[config.mk]
export PLATFORM = sky130hd
export DESIGN_NAME = sdi_scrambler_nrzi
export DESIGN_NICKNAME = d
export VERILOG_FILES = /design/src/rtl/scr_pkg.sv /design/src/rtl/scr_in_reg.sv /design/src/rtl/scr_lfsr_par.sv /design/src/rtl/scr_nrzi_par.sv /design/src/rtl/sdi_scrambler_nrzi.sv
export SDC_FILE = /design/constraint.sdc
export NUM_CORES = 1
export LEC_CHECK = 0
export ABC_CLOCK_PERIOD_IN_PS = 3250
export BUFFER_PORTS_ARGS = -buffer_cell sky130_fd_sc_hd__buf_4
export CORE_ASPECT_RATIO = 0.8
export CORE_MARGIN = 3
export CORE_UTILIZATION = 45
export DETAILED_ROUTE_END_ITERATION = 16
export MAX_ROUTING_LAYER = met4
export PLACE_DENSITY_LB_ADDON = 0.3
export SYNTH_ARGS = -nofsm -noshare
export SYNTH_HDL_FRONTEND = slang
export SYNTH_SLANG_ARGS = --single-unit
export TNS_END_PERCENT = 1
[constraint.sdc]
create_clock -name clk -period 3.25 [get_ports clk]
set_input_delay 0 -clock clk [delete_from_list [all_inputs] [get_ports clk]]
set_output_delay 0 -clock clk [all_outputs]
set_load 0.02 [all_outputs]
[src/rtl/scr_pkg.sv]
package scr_pkg;
   localparam int unsigned SCR_CHAR_W    = 10;
   localparam int unsigned SCR_TAP_SHORT = 4;
   localparam int unsigned SCR_TAP_LONG  = 9;
endpackage

[src/rtl/scr_in_reg.sv]
module scr_in_reg #(
   parameter int unsigned CHAR_W = 10
) (
   input  logic              clk,
   input  logic              rst,
   input  logic [CHAR_W-1:0] din,
   input  logic              bypass,
   output logic [CHAR_W-1:0] char_q,
   output logic              byp_q
);
   always_ff @(posedge clk) begin
      if (rst) begin
         char_q <= '0;
         byp_q  <= 1'b0;
      end else begin
         char_q <= din;
         byp_q  <= bypass;
      end
   end
endmodule

[src/rtl/scr_lfsr_par.sv]
module scr_lfsr_par #(
   parameter int unsigned CHAR_W    = 10,
   parameter int unsigned TAP_SHORT = 4,
   parameter int unsigned TAP_LONG  = 9
) (
   input  logic                clk,
   input  logic                rst,
   input  logic                adv,
   input  logic [CHAR_W-1:0]   d_i,
   output logic [CHAR_W-1:0]   s_o,
   output logic [TAP_LONG-1:0] hist_o
);
   localparam int unsigned EXT_W = TAP_LONG + CHAR_W;

   // hist_q[0] is the most recent scrambled bit, hist_q[TAP_LONG-1] the oldest
   logic [TAP_LONG-1:0] hist_q;
   logic [TAP_LONG-1:0] hist_d;

   always_comb begin : p_unroll
      logic [EXT_W-1:0] ext;
      ext = '0;
      for (int m = 0; m < int'(TAP_LONG); m++)
         ext[m] = hist_q[int'(TAP_LONG) - 1 - m];
      for (int i = 0; i < int'(CHAR_W); i++)
         ext[int'(TAP_LONG) + i] = d_i[i]
                                 ^ ext[int'(TAP_LONG) + i - int'(TAP_SHORT)]
                                 ^ ext[i];
      s_o = ext[TAP_LONG +: CHAR_W];
      for (int j = 0; j < int'(TAP_LONG); j++)
         hist_d[j] = ext[int'(EXT_W) - 1 - j];
   end

   always_ff @(posedge clk) begin
      if (rst)       hist_q <= '0;
      else if (adv)  hist_q <= hist_d;
   end

   assign hist_o = hist_q;

   AST_SCR_HOLD: assert property (@(posedge clk) disable iff (rst)
      !adv |=> $stable(hist_q));
endmodule

[src/rtl/scr_nrzi_par.sv]
module scr_nrzi_par #(
   parameter int unsigned CHAR_W = 10
) (
   input  logic              clk,
   input  logic              rst,
   input  logic              adv,
   input  logic [CHAR_W-1:0] s_i,
   output logic [CHAR_W-1:0] y_o,
   output logic              lvl_o
);
   logic lvl_q;

   always_comb begin : p_chain
      logic run;
      run = lvl_q;
      for (int i = 0; i < int'(CHAR_W); i++) begin
         run    = run ^ s_i[i];
         y_o[i] = run;
      end
   end

   always_ff @(posedge clk) begin
      if (rst)      lvl_q <= 1'b0;
      else if (adv) lvl_q <= y_o[CHAR_W-1];
   end

   assign lvl_o = lvl_q;

   AST_NRZI_HOLD: assert property (@(posedge clk) disable iff (rst)
      !adv |=> $stable(lvl_q));
endmodule

[src/rtl/sdi_scrambler_nrzi.sv]
module sdi_scrambler_nrzi #(
   parameter int unsigned CHAR_W    = scr_pkg::SCR_CHAR_W,
   parameter int unsigned TAP_SHORT = scr_pkg::SCR_TAP_SHORT,
   parameter int unsigned TAP_LONG  = scr_pkg::SCR_TAP_LONG
) (
   input  logic              clk,
   input  logic              rst,
   input  logic [CHAR_W-1:0] din,
   input  logic              bypass,
   output logic [CHAR_W-1:0] dout
);
   generate
      if (CHAR_W < 2) begin : g_bad_width
         $error("CHAR_W must be at least 2");
      end
      if (TAP_SHORT < 1 || TAP_SHORT >= TAP_LONG) begin : g_bad_taps
         $error("taps must satisfy 1 <= TAP_SHORT < TAP_LONG");
      end
   endgenerate

   logic [CHAR_W-1:0]   char_q;
   logic                byp_q;
   logic                adv;
   logic [CHAR_W-1:0]   scr_w;
   logic [CHAR_W-1:0]   enc_w;
   logic [TAP_LONG-1:0] hist;
   logic                lvl;
   logic [CHAR_W-1:0]   dout_q;

   scr_in_reg #(.CHAR_W(CHAR_W)) u_in (
      .clk(clk), .rst(rst), .din(din), .bypass(bypass),
      .char_q(char_q), .byp_q(byp_q)
   );

   assign adv = ~byp_q;

   scr_lfsr_par #(.CHAR_W(CHAR_W), .TAP_SHORT(TAP_SHORT), .TAP_LONG(TAP_LONG)) u_scr (
      .clk(clk), .rst(rst), .adv(adv), .d_i(char_q),
      .s_o(scr_w), .hist_o(hist)
   );

   scr_nrzi_par #(.CHAR_W(CHAR_W)) u_nrzi (
      .clk(clk), .rst(rst), .adv(adv), .s_i(scr_w),
      .y_o(enc_w), .lvl_o(lvl)
   );

   always_ff @(posedge clk) begin
      if (rst)        dout_q <= '0;
      else if (byp_q) dout_q <= char_q;
      else            dout_q <= enc_w;
   end

   assign dout = dout_q;

   // cycles since reset, saturating at two, to bound the $past window
   logic [1:0] warm_q;
   always_ff @(posedge clk) begin
      if (rst)                 warm_q <= 2'd0;
      else if (warm_q != 2'd2) warm_q <= warm_q + 2'd1;
   end

   AST_BYP_PASS: assert property (@(posedge clk) disable iff (rst)
      byp_q |=> dout == $past(char_q));
   AST_LATENCY: assert property (@(posedge clk) disable iff (rst)
      (warm_q == 2'd2 && $past(bypass, 2)) |-> dout == $past(din, 2));
   AST_NRZI_LINK: assert property (@(posedge clk) disable iff (rst)
      adv |=> lvl == dout[CHAR_W-1]);
   AST_SCR_LINK: assert property (@(posedge clk) disable iff (rst)
      adv |=> hist[0] == (dout[CHAR_W-1] ^ dout[CHAR_W-2]));
endmodule

# Yosys cells after proc, flatten, opt, wreduce, memory -nomap -nowiden

Index checks and enable logic that the tools add are counted.

Register bits after elaboration: 31
Bits of input ports: 13
Output and inout bits: 10
Word-level logic and storage cells: 36

Mux-type cells: 1
Bitwise operators: 30

Operators by type and width:

| operator           | count |
|---|---|
| 1-bit XOR          | 30 |
| 10-bit two-way mux | 1 |

# Depth between registers and ports, before layout

Depth in word-level cells: 13
Mapped depth: 7
Depth with buffers taken out: 6

# Modules after synthesis

From an unflattened synthesis, not the netlist that was laid out.

Cell total of the unflattened synthesis: 131
Area total of the unflattened synthesis: 1555.2 sq um

By module, submodules not included:

| module             | times used | cells an instance | area each (sq um) | sequential area each (sq um) |
|---|---|---|---|---|
| scr_lfsr_par       | 1          | 49                | 571.8             | 180.2 |
| sdi_scrambler_nrzi | 1          | 33                | 357.8             | 200.2 |
| scr_in_reg         | 1          | 23                | 337.8             | 220.2 |
| scr_nrzi_par       | 1          | 26                | 287.8             | 20.0 |

# Least setup slack after synthesis

Ideal clock, no wire load.

Kind: register to register
Start: register u_scr.hist_q[8] (netlist: u_scr.hist_o[8])
End: register dout_q[6] (netlist: dout[6])
Library setup time: 0.123 ns
Arrival: 2.266 ns
Required time: 3.127 ns
Slack: 0.860 ns
Stages on the path, launching flop included: 7
Path buffers: 0
Clock period less this slack: 2.390 ns
Path through: dfxtp_1 > xnor3_2 > xor2_4 > xnor3_2 > xnor2_2 > mux2i_1 > mux2_1

Longest elaborated chain between the ends: 9
Elaborated cells on any way between the ends: 11
Classes of those cells: mux: 1; bitwise: 10

Ends and longest elaborated chain:

| element                     | line                     | RTL |
|---|---|---|
| start, declared             | scr_lfsr_par.sv:16       | `logic [TAP_LONG-1:0] hist_q;` |
| start signal, assigned      | scr_lfsr_par.sv:35       | `else if (adv) hist_q <= hist_d;` |
| 1-bit XOR (*)               | scr_lfsr_par.sv:27       | `^ ext[i];` |
| 1-bit XOR (4 in series)     | scr_nrzi_par.sv:17       | `run = run ^ s_i[i];` |
| 1-bit XOR (*) (3 in series) | scr_nrzi_par.sv:17       |  |
| 10-bit two-way mux (*)      | sdi_scrambler_nrzi.sv:49 | `else if (byp_q) dout_q <= char_q;` |
| end signal, assigned        | sdi_scrambler_nrzi.sv:49 |  |
| end signal, assigned        | sdi_scrambler_nrzi.sv:50 | `else dout_q <= enc_w;` |
| end, declared               | sdi_scrambler_nrzi.sv:28 | `logic [CHAR_W-1:0] dout_q;` |

Mark *: on every way between the ends. The rest lies on a longest branch, timed or not.
A chain may end at the register's enable or synchronous reset.

# Worst setup path after layout

Start: register u_scr.hist_q[2] (netlist: u_scr.hist_o[2])
End: register dout_q[6] (netlist: dout[6])

Longest elaborated chain between the ends: 9
Elaborated cells on any way between the ends: 12
Classes of those cells: mux: 1; bitwise: 11

Ends and longest elaborated chain:

| element                 | line                     | RTL |
|---|---|---|
| 1-bit XOR               | scr_lfsr_par.sv:26       | `^ ext[int'(TAP_LONG) + i - int'(TAP_SHORT)]` |
| 1-bit XOR               | scr_lfsr_par.sv:27       |  |
| 1-bit XOR (5 in series) | scr_nrzi_par.sv:17       |  |
| 1-bit XOR (*)           | scr_nrzi_par.sv:17       |  |
| 10-bit two-way mux (*)  | sdi_scrambler_nrzi.sv:49 |  |

Marked as above.

==> metrics.yaml <==
worst_setup_path:
  reg2reg_from: "u_scr.hist_o[2]"
  cp_max_fo: 5
  reg2reg_slack_ns: 0.62
  crit_path_end_kind: "flip-flop"
  critPathKind: "flip-flop to flip-flop"
  rr_worst_depth: 6
  cp-start-kind: "flip-flop"
  r2r-end: "dout[6]"
  worstPathArrival_ns: 2.80
  required_ns: 3.43
route:
  vias: 1038
  drc: 0
  wl_met1_mm: 1.26
  dr_wl_met2_mm: 1.34
  dr.max_layer_used: "met4"
  drtPass1Iterations: 4
  antenna_violating_nets_post_route: 0
  avgViaCountPerCell: 4.81
  totalWireLength_mm: 2.79
  wl_per_cell_microns: 12.9
  wl_met3_microns: 162
  drtIter0Drc: 55
synthesis:
  synth_nets: 159
  synth.area.top_cells: "dfxtp_1, xnor2_1, nor2_1"
  synth_seq_cells: 31
  synthCells: 146
  yosys.area.top_type_share_pct: 42.0
  synth_cell_type_count: 23
  syn_area_per_cell_sq_um: 10.1
  synth_seq_area_share_pct: 42.0
  netlist_area_sq_um: 1480
  yosysWarnings: 0
  yosys.area.top_type: "dfxtp_1"
final_layout:
  final.fill_count: 244
  drive_gt1_share_pct: 21.3
  area_growth_pct: 25.5
  final_cell_mix: "dfxtp_1, nor2_1, buf_4"
  finalNetCount: 191
  layout_commonest_cell: "dfxtp_1"
  insertedDiodeCount: 0
place:
  place_congestion: 0.829
  post-place-ws_ns: 0.628
  dp_hpwl_mm: 1.98
  port-buffer-count: 22
cts:
  numCtsBuffers: 5
  cts_tree: "done"
  cts_root_buffer: "clkbuf_8"
  htreeDepth: 2
  post_cts_buffers: 0
  clk_latency_ns: 0.29
  clk_path_buf_depth: 2
  cts.clk_slew.worst_paths_ns: 0.06
  cts.sinks: 31
floorplan:
  fp-row-count: 17
  io_pins: 23
  die_w_microns: 70.1
  die-area_sq_um: 4010
  core-area_sq_um: 2940
  start_util_pct: 50.4
  die_h_microns: 57.3
timing:
  hold_viol_final: 0
  relSlewSlack_pct: 52.0
  rsz0062_at_grt: "false"
  min_period_ns: 2.63
  setup_viol: 0
  worst_pin_slew_ns: 0.719
  fin_ws_ns: 0.623
  max_freq_ghz: 0.381
  final_max_slew_viol_count: 0
  tns_ns: 0
  fin_worst_skew_ns: 0.00722
  post-route-period-util_pct: 80.8
global_routing:
  grtUsageTotal_pct: 16.2
  grt_max_degree: 35
  grt-ovfl-total: 0
  grt_pass1_vias: 1018
  antenna_found_initial: 0
  grt_pass1_wl_mm: 4.82
worst_hold_path:
  holdCritStartpoint: "rst"
  whs_path_depth: 2
  hold_path_end: "u_scr.hist_o[2]"
  hold_class: "primary input to flip-flop"
outcome:
  outcome: "finished, final reports clean"
flow_run:
  max_cap_violations: 0
critical path: stages, from the launching register on:
cell	delay, ns
dfxtp_1	0.45
xnor3_2	0.55
xnor2_4	0.24
xnor3_2	0.43
xnor2_2	0.28
mux2i_1	0.25
mux2_1	0.33
cells in the mapped netlist, drive strengths merged:
cell type,number
mux2,1
xnor3,6
a21oi,14
o21ai,2
nand3,1
clkbuf,8
nor2b,13
or4,1
o211ai,1
nor2,27
xor2,10
xnor2,19
dfxtp,31
nand2,3
nand2b,1
buf,1
or3,2
mux2i,5
what timing repair did:
item                                   CTS  global route
hold buffers                            11             0
gates resized for setup                  0             0
endpoints found under the hold margin   11             0
registers in the layout, indices dropped and copies added, names as in the netlist:
signal / flops
u_in.char_q: 10
u_in.byp_q: 1
u_nrzi.lvl_o: 1
u_scr.hist_o: 9
dout: 10
metal layers:
metal	GRT usage, %	vias to the layer above
li1	-	529
met1	18.8	485
met2	25.2	20
met3	8.10	4
met4	4.10	0
met5	-	-
worst max-delay path by stage:
stage              end            start  depth (start not counted)  slack (ns)
2_1_floorplan  dout[6]  u_scr.hist_o[8]                          6        0.86
3_3_place_gp   dout[6]  u_scr.hist_o[2]                          6        0.76
3_5_place_dp   dout[6]  u_scr.hist_o[2]                          6        0.63
4_1_cts        dout[6]  u_scr.hist_o[2]                          6        0.62
5_1_grt        dout[6]  u_scr.hist_o[2]                          6        0.49
6_report       dout[6]  u_scr.hist_o[2]                          6        0.62
area by class of cell:
| class | instances | area [sq um] | area share [%] |
|---|---|---|---|
| repair buffers | 34 | 283 | 15.2 |
| multi-input cells | 106 | 817 | 44.0 |
| clock inverters | 1 | 5.00 | 0.270 |
| well taps | 38 | 47.5 | 2.56 |
| clock buffers | 6 | 82.6 | 4.45 |
| flip-flops and latches | 31 | 621 | 33.4 |
metrics by stage:
step	hold slack [ns]	instance area [sq um]	util (%)	cells
floorplan	0.128	1480	-	146
global placement	0.210	1660	56.5	198
detailed placement	0.217	1660	56.5	198
CTS	0.0981	1860	63.2	216
global route	0.103	1860	63.2	216
finish	0.0963	1860	63.2	216
logic make-up (layout without fill, tap and decap cells):
family / after synthesis / after routing / synth area share (%)
mux: 6 / 6 / 4.15
flops: 31 / 31 / 42.0
compound gates: 17 / 17 / 5.92
simple gates: 48 / 48 / 15.2
buf+inv: 9 / 41 / 2.79
xor+xnor: 35 / 35 / 30.0
Power is left out: the tool's default activity adds up to more than one toggle a clock period on the data nets, which glitch-free logic cannot reach.
